==> src/rtl/cpu_status_pkg.sv <==
package cpu_status_pkg;
  typedef struct packed {
    logic ackLoad;
    logic retiLoad;
    logic aluLoad;
    logic swLoad;
  } statusStrobes_t;
endpackage

==> src/rtl/cpu_status_ctrl.sv <==
module cpu_status_ctrl
  import cpu_status_pkg::*;
#(
  parameter int LVL_W = 4
) (
  input  logic             irqReq,
  input  logic             irqTrap,
  input  logic [LVL_W-1:0] irqLevel,
  input  logic [LVL_W-1:0] curLevel,
  input  logic             ienNow,
  input  logic             retiStrobe,
  input  logic             aluValid,
  input  logic             swWrite,
  output logic             irqAck,
  output statusStrobes_t   strb
);
  logic maskOk;

  // A maximum level can never be exceeded, so the lockout needs no extra term.
  assign maskOk = ienNow && (irqLevel > curLevel);
  assign irqAck = irqReq && (irqTrap || maskOk);

  always_comb begin
    strb.ackLoad  = irqAck;
    strb.retiLoad = retiStrobe && !irqAck;
    strb.aluLoad  = aluValid;
    strb.swLoad   = swWrite && !irqAck && !retiStrobe && !aluValid;
  end
endmodule

==> src/rtl/cpu_status_dp.sv <==
module cpu_status_dp
  import cpu_status_pkg::*;
#(
  parameter int WORD_W = 16,
  parameter int LVL_W  = 4
) (
  input  logic              clk,
  input  logic              rstN,
  input  statusStrobes_t    strb,
  input  logic [WORD_W-1:0] aluOperand,
  input  logic              aluByte,
  input  logic              aluSearchable,
  input  logic [LVL_W-1:0]  irqLevel,
  input  logic              mdBusy,
  input  logic [WORD_W-1:0] retiStatus,
  input  logic [WORD_W-1:0] swData,
  output logic [LVL_W-1:0]  curLevel,
  output logic              ienNow,
  output logic [WORD_W-1:0] statusWord,
  output logic              mdResume
);
  localparam int IEN_BIT = LVL_W;
  localparam int EOT_BIT = LVL_W + 1;
  localparam int MDP_BIT = LVL_W + 2;
  localparam int HALF_W  = WORD_W / 2;
  localparam logic [WORD_W-1:0] WORD_MIN = {1'b1, {(WORD_W-1){1'b0}}};
  localparam logic [HALF_W-1:0] HALF_MIN = {1'b1, {(HALF_W-1){1'b0}}};

  logic eotFlag, mdPend, lastReti, eotCalc;

  always_comb begin
    if (!aluSearchable)
      eotCalc = 1'b0;
    else if (aluByte)
      eotCalc = (aluOperand[HALF_W-1:0] == HALF_MIN);
    else
      eotCalc = (aluOperand == WORD_MIN);
  end

  always_ff @(posedge clk) begin
    if (!rstN) begin
      curLevel <= '0;
      ienNow   <= 1'b0;
      mdPend   <= 1'b0;
      eotFlag  <= 1'b0;
      lastReti <= 1'b0;
    end else begin
      lastReti <= strb.retiLoad;
      if (strb.ackLoad) begin
        curLevel <= irqLevel;
        mdPend   <= mdBusy;
      end else if (strb.retiLoad) begin
        curLevel <= retiStatus[LVL_W-1:0];
        ienNow   <= retiStatus[IEN_BIT];
        mdPend   <= retiStatus[MDP_BIT];
      end else if (strb.swLoad) begin
        curLevel <= swData[LVL_W-1:0];
        ienNow   <= swData[IEN_BIT];
        mdPend   <= swData[MDP_BIT];
      end
      if (strb.retiLoad)     eotFlag <= retiStatus[EOT_BIT];
      else if (strb.aluLoad) eotFlag <= eotCalc;
      else if (strb.swLoad)  eotFlag <= swData[EOT_BIT];
    end
  end

  always_comb begin
    statusWord                 = '0;
    statusWord[LVL_W-1:0]      = curLevel;
    statusWord[IEN_BIT]        = ienNow;
    statusWord[EOT_BIT]        = eotFlag;
    statusWord[MDP_BIT]        = mdPend;
  end

  assign mdResume = lastReti && mdPend;
endmodule

==> src/rtl/cpu_status_gate.sv <==
module cpu_status_gate
  import cpu_status_pkg::*;
#(
  parameter int WORD_W = 16,
  parameter int LVL_W  = 4
) (
  input  logic              clk,
  input  logic              rstN,
  input  logic              aluValid,
  input  logic [WORD_W-1:0] aluOperand,
  input  logic              aluByte,
  input  logic              aluSearchable,
  input  logic              irqReq,
  input  logic [LVL_W-1:0]  irqLevel,
  input  logic              irqTrap,
  input  logic              mdBusy,
  input  logic              retiStrobe,
  input  logic [WORD_W-1:0] retiStatus,
  input  logic              swWrite,
  input  logic [WORD_W-1:0] swData,
  output logic [WORD_W-1:0] statusWord,
  output logic              irqAck,
  output logic [WORD_W-1:0] stackedStatus,
  output logic              mdResume
);
  statusStrobes_t   strb;
  logic [LVL_W-1:0] curLevel;
  logic             ienNow;

  cpu_status_ctrl #(.LVL_W(LVL_W)) u_ctrl (
    .irqReq(irqReq), .irqTrap(irqTrap), .irqLevel(irqLevel),
    .curLevel(curLevel), .ienNow(ienNow), .retiStrobe(retiStrobe),
    .aluValid(aluValid), .swWrite(swWrite), .irqAck(irqAck), .strb(strb)
  );

  cpu_status_dp #(.WORD_W(WORD_W), .LVL_W(LVL_W)) u_dp (
    .clk(clk), .rstN(rstN), .strb(strb), .aluOperand(aluOperand),
    .aluByte(aluByte), .aluSearchable(aluSearchable), .irqLevel(irqLevel),
    .mdBusy(mdBusy), .retiStatus(retiStatus), .swData(swData),
    .curLevel(curLevel), .ienNow(ienNow), .statusWord(statusWord),
    .mdResume(mdResume)
  );

  assign stackedStatus = statusWord;
endmodule

==> config.mk <==
export PLATFORM = sky130hd
export DESIGN_NAME = cpu_status_gate
export DESIGN_NICKNAME = d
export VERILOG_FILES = /design/src/rtl/cpu_status_pkg.sv /design/src/rtl/cpu_status_ctrl.sv /design/src/rtl/cpu_status_dp.sv /design/src/rtl/cpu_status_gate.sv
export SDC_FILE = /design/constraint.sdc
export NUM_CORES = 1
export LEC_CHECK = 0
export BUFFER_PORTS_ARGS = -buffer_cell sky130_fd_sc_hd__buf_4
export CORE_ASPECT_RATIO = 0.9
export CORE_MARGIN = 5
export CORE_UTILIZATION = 34
export DETAILED_ROUTE_END_ITERATION = 12
export PLACE_DENSITY_LB_ADDON = 0.2
export SYNTH_ARGS = -nofsm -noshare
export SYNTH_HDL_FRONTEND = slang
export SYNTH_SLANG_ARGS = --single-unit
==> constraint.sdc <==
create_clock -name clk -period 1.74 [get_ports clk]
set_input_delay 0.348 -clock clk [delete_from_list [all_inputs] [get_ports clk]]
set_output_delay 0.348 -clock clk [all_outputs]
set_load 0.02 [all_outputs]
==> metrics.txt <==
Total Routing Usage GR=0.1291; maximum resistive drop on vdd=~0.34 mV; Maximum Capacitance Violations=0; PortBufs=59; grt ovf=0; clock share of power=0.205; Commonest cells post-synth=buf_4, mux2i_1, dfxtp_1, nor2b_1, o21ai_0; drt pass-1 iters=4; synth unique cells=28; kind of critical path=flip-flop to output port; Compound-Gate Fraction of Synth Area=0.1287; ys flop type=dfxtp_1; most numerous cell in the Yosys netlist=buf_4; Layout area overhead=51.17%; CTS max path bufs=2; DP Cell Count=182; total power=roughly 750 uW; Setup WS pre-CTS=-20.45 ps; Cells after Synth=105; CTS root buffer=clkbuf_4; CP arrival=1450 ps; Cell Area, Synth=approximately 860 um^2; Reg2Reg Setup Slack=~50 ps; Cell Int Power=476.9 uW; run status=finished, violations left; Slew Viols, Final=0; Post-synth EDFFs=0; Pleak=~0.00065 uW; Net Switching=272.1 uW; FF-to-FF End=u_dp.ienNow$_SDFFE_PN0P_; area leader, netlist=buf_4; Seq pwr share=0.287; hold path cells=2; area share of xor/xnor cells in the synthesized design=0; final hold violations=0; Startpoint Class=flip-flop; DRT Wirelength=roughly 2400 um; fin util=0.5335; core area=2425 um^2; Clock Sinks=8; Yosys top cell area share=0.2456; Mean Syn Cell Area=8.151 um^2; register area share after synthesis=0.1871; clock latency on the worst-skew pair=about 260 ps; TritonCTS clock tree=done; Final nets=~230; num ports=96; via count=approximately 820; hold_sp=rstN; Area contributors post-synth=buf_4, dfxtp_1, mux2i_1, ha_1, nor2b_1; die height=roughly 58 um; Reg clk slew, reported paths=about 60 ps; Wirelength per Cell=12.51 um; Seq cells post-synth=8; hold_buf cts=0; DP HPWL=1958 um; Syn. warnings=0; worst reg-to-reg path cell count=9; ys async rst share=0; period utilisation layout=1.032; DIE AREA=roughly 3600 um^2; ANT nets after route=0; Remaining DRCs=0; FMAX=about 560 MHz; GP Congestion=0.7582; min setup slack post-route=-55.80 ps; Synth Area in Simple Gates=0.1944; worst flop-to-flop path startpoint=u_dp.curLevel[1]$_SDFFE_PN0P_; Sw Ratio=0.3633; Final Skew=around 1.2 ps; initial antenna violation count=0; initial DRC count=14; layout cell share with drive strength beyond 1=0.5093; Layout fillers=248; Worst EP required=1390 ps; first-pass GRT wire length=between 3000 and 4000 um; failing checks=setup timing; PD cells=578.9 nW/um^2; row cnt=17; Worst Hold Class=input pin to flip-flop; crit end category=output port; CTS Buf Count=3; adder-cell area share of the yosys netlist=0.05848; routed vias/inst=about 4.3; final setup TNS=-55.80 ps; largest family of logic cells by synthesized area=buffers and inverters; Inserted Diodes=0; H-Tree Depth=1; pin count of the biggest net entering global routing=17; final-report setup violation count=1; Die X=62.89 um; vias in the first global route=approximately 870; mux cell area share after synthesis=0.1170; hold endpoint=u_dp.curLevel[2]$_SDFFE_PN0P_; CP max FO=2; Comb power frac=0.508; Initial Util=0.3529; fin crit period=roughly 1800 ps; RSZ-0062 raised after global routing=yes; final cell count without fillers=about 190
[flip-flops by register name, indices dropped and copies added, names as in the netlist]
register,count
u_dp.ienNow,1
u_dp.mdPend,1
u_dp.curLevel,4
u_dp.eotFlag,1
u_dp.lastReti,1
[cells by family after synthesis]
kind of cell,count (synthesis)
buffers and inverters,36
AND/OR/NAND/NOR,29
AO/OA/AOI/OAI,17
multiplexers,10
flip-flops,8
adder cells (fa/ha/maj),4
other,1
[cell usage in the layout (no fill, tap or decap)]
cell type and count:
buf_6 3, o22a_1 1, nand2b_1 1, inv_2 1, nor3_1 1, buf_4 64
nand2_1 6, dfxtp_1 5, dfxtp_4 1, nor2b_1 7, a21oi_1 4, inv_1 4
nor2_1 3, and4b_1 1, dfxtp_2 2, and2b_2 1, o21ai_0 6, conb_1 18
mux2i_1 10, ha_4 3, o221a_1 1, ha_1 1, a21oi_2 1, and2_1 2
nor2_2 1, nand4_1 2, nor4_1 3, nor2b_4 1, o211ai_1 1, o21ai_1 1
clkbuf_4 3, a31oi_1 1, a211oi_2 1
[worst max-delay path by stage]
stage | cells past startpoint | slack, ps | to | startpoint
after floorplan | 8 | 1 | u_dp.ienNow$_SDFFE_PN0P_ | u_dp.curLevel[2]$_SDFFE_PN0P_
after detailed placement | 8 | -20 | u_dp.ienNow$_SDFFE_PN0P_ | irqLevel[3]
after global routing | 6 | -120 | irqAck | u_dp.curLevel[1]$_SDFFE_PN0P_
after CTS | 6 | -80 | irqAck | u_dp.curLevel[1]$_SDFFE_PN0P_
final | 6 | -60 | irqAck | u_dp.curLevel[1]$_SDFFE_PN0P_
after global placement | 8 | 7 | u_dp.ienNow$_SDFFE_PN0P_ | irqLevel[3]
[final cells by class]
cell class | instances | area (um^2) | share of cell area
Multi-Input combinational cell | 78 | 536.8 | 0.4149
Timing Repair Buffer | 67 | 514.2 | 0.3975
Sequential cell | 8 | 166.4 | 0.1286
Tap cell | 28 | 35.03 | 0.02708
Clock buffer | 3 | 22.52 | 0.01741
Inverter | 5 | 18.77 | 0.01451
[per-layer routing]
metal	routed length (um)	track usage	vias to the layer above
met5	0	0	-
met4	22	0.06364	0
met3	165	0.03740	2
met2	1247	0.2225	36
met1	928	0.1452	360
li1	-	-	424
[metrics by stage]
step | area [um^2] | hold WS, ps
finish | 1294 | 365.5
global route | 1294 | 363.3
CTS | 1264 | 353.1
detailed placement | 1184 | 597.4
global placement | 1184 | 591.6
floorplan | 922.1 | 468.5
[critical path, cell delays in order (launching register included)]
cell,delay (ps)
dfxtp_2,340
inv_2,50
ha_4,250
nor2b_4,120
o211ai_1,100
a21oi_2,180
buf_6,140
[timing repair]
action,CTS,global route
setup buffers,3,1
resized for setup,6,5
setup endpoints to repair,1,8
pin swaps,4,3
[power by group through the flow]
| stage | registers, uW | logic [uW] | clock network (uW) |
|---|---|---|---|
| 3_5_place_dp | 222 | 339 | 0 |
| 3_3_place_gp | 221 | 333 | 0 |
| 4_1_cts | 216 | 368 | 165 |
| 6_report | 215 | 381 | 153 |
| 5_1_grt | 217 | 414 | 174 |
| 2_1_floorplan | 229 | 239 | 0 |
Note: power is estimated with default switching activity, not from simulation.
